$ cat src/rtl/modcount_ctr.sv
module modcount_ctr #(
  parameter int WIDTH = 4,
  parameter int LO_B  = 5,
  parameter int HI_C  = 10,
  parameter int LO_D  = 3,
  parameter int HI_D  = 12
) (
  input  logic             clk,
  input  logic             sclr,
  input  logic             load,
  input  logic [WIDTH-1:0] load_val,
  input  logic             cnt_en,
  input  logic             chain_en,
  input  logic [1:0]       range_sel,
  output logic [WIDTH-1:0] count,
  output logic             carry_out
);
  localparam logic [WIDTH-1:0] ALL_ONES = '1;
  localparam logic [WIDTH-1:0] B_START  = WIDTH'(LO_B);
  localparam logic [WIDTH-1:0] C_END    = WIDTH'(HI_C);
  localparam logic [WIDTH-1:0] D_START  = WIDTH'(LO_D);
  localparam logic [WIDTH-1:0] D_END    = WIDTH'(HI_D);

  logic             go;
  logic             wrap_clr;
  logic             wrap_ld;
  logic [WIDTH-1:0] wrap_val;
  logic [WIDTH-1:0] count_d;

  assign go        = cnt_en & chain_en;
  assign carry_out = chain_en & (count == ALL_ONES);

  assign wrap_clr = go & (range_sel == 2'd2) & (count == C_END);
  assign wrap_ld  = go & (((range_sel == 2'd1) & (count == ALL_ONES)) |
                          ((range_sel == 2'd3) & (count == D_END)));
  assign wrap_val = (range_sel == 2'd1) ? B_START : D_START;

  always_comb begin
    if (sclr)          count_d = '0;
    else if (load)     count_d = load_val;
    else if (wrap_clr) count_d = '0;
    else if (wrap_ld)  count_d = wrap_val;
    else if (go)       count_d = count + 1'b1;
    else               count_d = count;
  end

  always_ff @(posedge clk) count <= count_d;

  logic armed = 1'b0;
  always_ff @(posedge clk) if (sclr) armed <= 1'b1;


  clr_zero_chk: assert property (@(posedge clk) disable iff (!armed)
    sclr |=> (count == '0));


  load_take_chk: assert property (@(posedge clk) disable iff (!armed)
    (!sclr && load) |=> (count == $past(load_val)));


  hold_idle_chk: assert property (@(posedge clk) disable iff (!armed)
    (!sclr && !load && !(cnt_en && chain_en)) |=> $stable(count));


  free_wrap_chk: assert property (@(posedge clk) disable iff (!armed)
    (!sclr && !load && cnt_en && carry_out && range_sel == 2'd0) |=> (count == '0));


  carry_gate_chk: assert property (@(posedge clk) disable iff (!armed)
    carry_out |-> (chain_en && $countones(count) == WIDTH));


  range_b_chk: assert property (@(posedge clk) disable iff (!armed)
    (!sclr && !load && cnt_en && carry_out && range_sel == 2'd1) |=> (count == B_START));


  range_c_chk: assert property (@(posedge clk) disable iff (!armed)
    (!sclr && !load && go && range_sel == 2'd2 && count == C_END) |=> (count == '0));


  range_d_chk: assert property (@(posedge clk) disable iff (!armed)
    (!sclr && !load && go && range_sel == 2'd3 && count == D_END) |=> (count == D_START));
endmodule

$ cat config.mk
export PLATFORM = sky130hd
export DESIGN_NAME = modcount_ctr
export DESIGN_NICKNAME = d
export VERILOG_FILES = /design/src/rtl/modcount_ctr.sv
export SDC_FILE = /design/constraint.sdc
export NUM_CORES = 1
export LEC_CHECK = 0
export BUFFER_PORTS_ARGS = -buffer_cell sky130_fd_sc_hd__clkbuf_2
export CAP_MARGIN = 40
export CORE_AREA = 4 4 41 43
export CTS_CLUSTER_SIZE = 24
export DETAILED_ROUTE_END_ITERATION = 12
export DIE_AREA = 0 0 45 47
export PLACE_DENSITY = 0.47
export SLEW_MARGIN = 0
export SYNTH_ARGS = -nofsm -noshare
export SYNTH_HDL_FRONTEND = slang
export SYNTH_SLANG_ARGS = --single-unit
export TNS_END_PERCENT = 100
$ cat constraint.sdc
create_clock -name clk -period 3.7 [get_ports clk]
set_clock_uncertainty 0.15 [all_clocks]
set_input_delay 0.555 -clock clk [delete_from_list [all_inputs] [get_ports clk]]
set_output_delay 0.555 -clock clk [all_outputs]
set_load 0.1 [all_outputs]
Word level (Yosys, flattened, before mapping)
Index checks and enable logic that the tools add are counted.
{"block": "word_totals", "reg_bits": 4, "latchBits": 0, "ramBits": 0, "rom_bits": 0, "output_inout_bits": 5, "n_memories": 0}
{"block": "classes", "n_addsub": 1, "multipliers": 0, "div_mod_pow": 0, "magnitude_cmp": 0, "n_eq_ne": 6, "shift": 0, "n_mux": 5, "bitwise": 8, "reduce_logical": 1}
{"operator": "4-bit two-way mux", "n": 4}
{"operator": "4-bit equality test (second input constant)", "n": 3}
{"operator": "1-bit bitwise AND", "n": 7}
{"operator": "4-bit by 1-bit adder with 4-bit output (second input constant)", "n": 1}
{"operator": "2-bit equality test (second input constant)", "n": 2}
{"operator": "4-bit nonzero test", "n": 1}
{"operator": "3-bit two-way mux", "n": 1}
{"operator": "2-bit by 1-bit equality test with 1-bit output (second input constant)", "n": 1}
{"operator": "1-bit OR", "n": 1}

Depth between registers and ports, before layout
{"block": "logic_depth", "ltp_word": 7, "mapped_depth": 6}

Worst setup path after synthesis
OpenSTA, ideal clock, no wires.
{"block": "synth_timing", "path_type": "register -> output", "from": "reg count[0]", "to": "out carry_out", "arrival_ns": 2.159, "required_ns": 2.995, "path_slack_ns": 0.836, "path_stages_with_launch": 3, "path_cell_list": "dfxtp_1 > ha_1 > and4_1"}
{"block": "synth_between", "elab_chain_cells": 2}
{"element": "from (decl)", "line_no": "15", "rtl": "output logic [WIDTH-1:0] count,"}
{"element": "from (signal assigned)", "line_no": "47", "rtl": "always_ff @(posedge clk) count <= count_d;"}
{"element": "4-bit equality test", "line_no": "31", "rtl": "assign carry_out = chain_en & (count == ALL_ONES);"}
{"element": "1-bit bitwise AND", "line_no": "31"}
{"element": "to (decl)", "line_no": "16", "rtl": "output logic carry_out"}
Every way passes these cells.

Worst setup path after layout
Ends and elaborated chain as after synthesis.

==> impl_metrics.ini <==
[clock_tree]
cts.path.max_buffers = 2
cts.repair.resized = 0
cts-buffers-inserted = 3
holdBufCountCts = 0
worstSkewPairLatency_ns = 0.23
clk_pin_slew_ns = 0.04
htreeDepth = 1
clock_sinks = 4
postCtsSetupBuffers = 0
cts_tree = built
cts-root-buf = clkbuf_4

[sta]
relSlewSlack_pct = 63.8
fmax_ghz = 0.443
rsz0062_at_grt = no
fin_setup_tns_ns = 0
period_needed_ns = 2.26
setup_viol = 0
hold_viol_final = 0
period_share_pct = 61.0
worst_pin_slew_ns = 0.545
drv_slew = 0

[drt]
wl_per_cell_um = 12.0
top_layer = met4
drc = 0
vias = 363
drt_iter0_markers = 6
met1_length_um = 424
wl_met3_um = 45
drtAntennaViolNets = 0
vias_per_cell = 5.04
dr_wl_met2_um = 387
drt_first_pass_iters = 4
totalWireLength_um = 867

[synth]
synthSimpleGateAreaFrac_pct = 25.6
yosys_warnings = 0
synth_top_family_by_area = simple AND/OR/NAND/NOR gates
synth.area.mux_share_pct = 6.23
avgSynthCellArea_um2 = 8.54
synth_fa_ha_area_share_pct = 11.0
ys_seq_elements = 4
synth_cell_type_count = 26
syn_inst = 40
synth_fp_nets = 54
synth_xor_area_share_pct = 5.13
syn-cell-area_um2 = 342
ys_seq_area_share_pct = 23.4
synth_compound_area_share_pct = 23.1

[setup_path]
cp-start-kind = flip-flop
slowest_stage = clkbuf_2
critPathKind = flip-flop to output port
crit_buf_inv = 1
required_ns = 2.99
max_stage_delay_ns = 0.45
reg2reg_to = count[1]
cp.arrival_ns = 1.55
path_delay_family = buffers and inverters
worstPathCellList = ha_1 > and4_1 > clkbuf_2
cp-end-kind = output port
reg2reg_slack_ns = 1.79
cp_max_fo = 6
r2r_start = count[0]
r2r_cells = 5

[cells_and_area]
n_antenna_cell = 0
top_register = count
reg_top3 = count x4
final_layout_size_suffix_gt1_share_pct = 36.8
synthToLayoutAreaGrowth_pct = 33.0
postLayoutCoreUtil_pct = 34.9
layout.nets = 73
largest_register_ffs = 4
final_area_um2 = 454

[pwr]
p_clk_share_pct = 33.8
power_frac_seq_pct = 33.3
power.density_nw_per_um2 = 339
p_comb_share_pct = 33.0
leakagePower_nw = 0.209
ir_drop_mv = 0.213
switching_share_pct = 36.3
intPower_uw = 98.0
p_sw_uw = 55.9

[hold_path]
hold_depth = 3
min_from = load_val[0]
hold_path_end = count[0]
hold_path_class = primary input to flip-flop

[global_routing]
grt_antenna_before_repair = 0
grt_overflow = 0
grt_max_degree = 10
grt_pass1_vias = 355
grt_pass1_wl_mm = 1.54
track_usage_pct = 10.2

[placement]
globalplace.congestion = 0.747
placed_area_um2 = 432
io_buffers = 15
dpl.hpwl_um = 705

[die]
die_x_um = 45
dieHeight_um = 47
row_count = 13
pin_count = 16
core_area_um2 = 1300
initial_core_util_pct = 26.3
die_area_um2 = 2120

[flow_run]
cap_violations = 0

[outcome]
status = finished, final reports clean
-- kinds of logic (layout without fill, tap and decap cells) --
logic type / Yosys count / in the layout
and+or+nand+nor: 13 / 13
AOI/OAI and AO/OA: 11 / 11
buffers and inverters: 5 / 22
DFF: 4 / 4
adders and majority gates: 3 / 3
xor gates and xnor gates: 2 / 2
muxes: 2 / 2
-- power groups by stage --
stage	clock network (mW)	registers, mW	logic, mW
global route	0.0598	0.0518	0.0553
detailed placement	0	0.0518	0.0508
CTS	0.0546	0.0510	0.0509
global placement	0	0.0517	0.0512
floorplan	0	0.0719	0.0172
finish	0.0520	0.0512	0.0507
-- cell usage after synthesis --
cell type | count | area [um^2]
xor2_1 | 1 | 8.76
nand2_1 | 1 | 3.75
o32ai_2 | 1 | 16.3
nand3b_1 | 1 | 7.51
a21oi_1 | 3 | 15.0
dfxtp_1 | 4 | 80.1
clkbuf_1 | 1 | 3.75
nor3b_1 | 1 | 7.51
nand3_1 | 2 | 10.0
o21ai_0 | 2 | 10.0
and4_1 | 1 | 8.76
ha_1 | 3 | 37.5
inv_1 | 4 | 15.0
a221oi_1 | 1 | 8.76
and3b_1 | 2 | 17.5
nor2b_1 | 1 | 6.26
mux2_2 | 1 | 11.3
nor3_1 | 1 | 5.00
mux2i_1 | 1 | 10.0
o22ai_1 | 2 | 12.5
a211o_1 | 1 | 8.76
a22oi_1 | 1 | 7.51
nor2_1 | 1 | 3.75
or2_0 | 1 | 6.26
xnor2_1 | 1 | 8.76
or4_4 | 1 | 11.3
-- worst reg2reg max path, stage by stage (launching register included) --
cell and delay [ns]:
dfxtp_1 0.43, ha_1 0.24, mux2i_1 0.11, nor3_1 0.37, mux2_2 0.39, o22ai_1 0.15
-- how the worst max path moves through the flow --
stage	from	endpoint	slack (ns)	depth (start not counted)
2_1_floorplan	count[0]	carry_out	0.84	2
3_3_place_gp	count[0]	carry_out	1.71	3
3_5_place_dp	count[0]	carry_out	1.70	3
4_1_cts	count[0]	carry_out	1.45	3
6_report	count[0]	carry_out	1.44	3
5_1_grt	count[0]	carry_out	1.37	3
-- placed cells by master, fill, tap and decap left out --
cell type,synthesis,routed
or2_0,1,1
a211o_1,1,1
a21oi_1,3,3
nand3_1,2,2
dfxtp_1,4,4
mux2_2,1,1
nor3_1,1,1
o22ai_1,2,2
or4_4,1,1
o21ai_0,2,2
nor2b_1,1,1
and4_1,1,1
o32ai_2,1,1
xor2_1,1,1
nor2_1,1,1
nor3b_1,1,1
and3b_1,2,2
nand3b_1,1,1
xnor2_1,1,1
a22oi_1,1,1
ha_1,3,3
inv_1,4,4
mux2i_1,1,1
nand2_1,1,1
clkbuf_2,0,15
a221oi_1,1,1
clkbuf_4,0,3
-- through the flow --
step	cells	total power, mW	hold WS, ns	worst slack [ns]
final	72	0.154	0.422	1.44
after global routing	72	0.167	0.442	1.37
after CTS	72	0.157	0.420	1.45
after detailed placement	69	0.103	0.470	1.70
after global placement	69	0.103	0.474	1.71
after floorplan	40	0.0891	0.484	0.836
-- routing by layer --
metal | global-route usage (%) | vias to the layer above
met5 | 0 | -
met4 | 6.43 | 0
met3 | 4.60 | 2
met2 | 14.4 | 9
met1 | 12.4 | 164
li1 | - | 188
-- cell type report --
type	count	area, um^2
fill	155	847
multi-input combinational	31	243
sequential	4	80.1
timing repair buffer	15	75.1
clock buffer	3	22.5
tap	15	18.8
inverter	4	15.0
(Power assumes the default switching activity.)
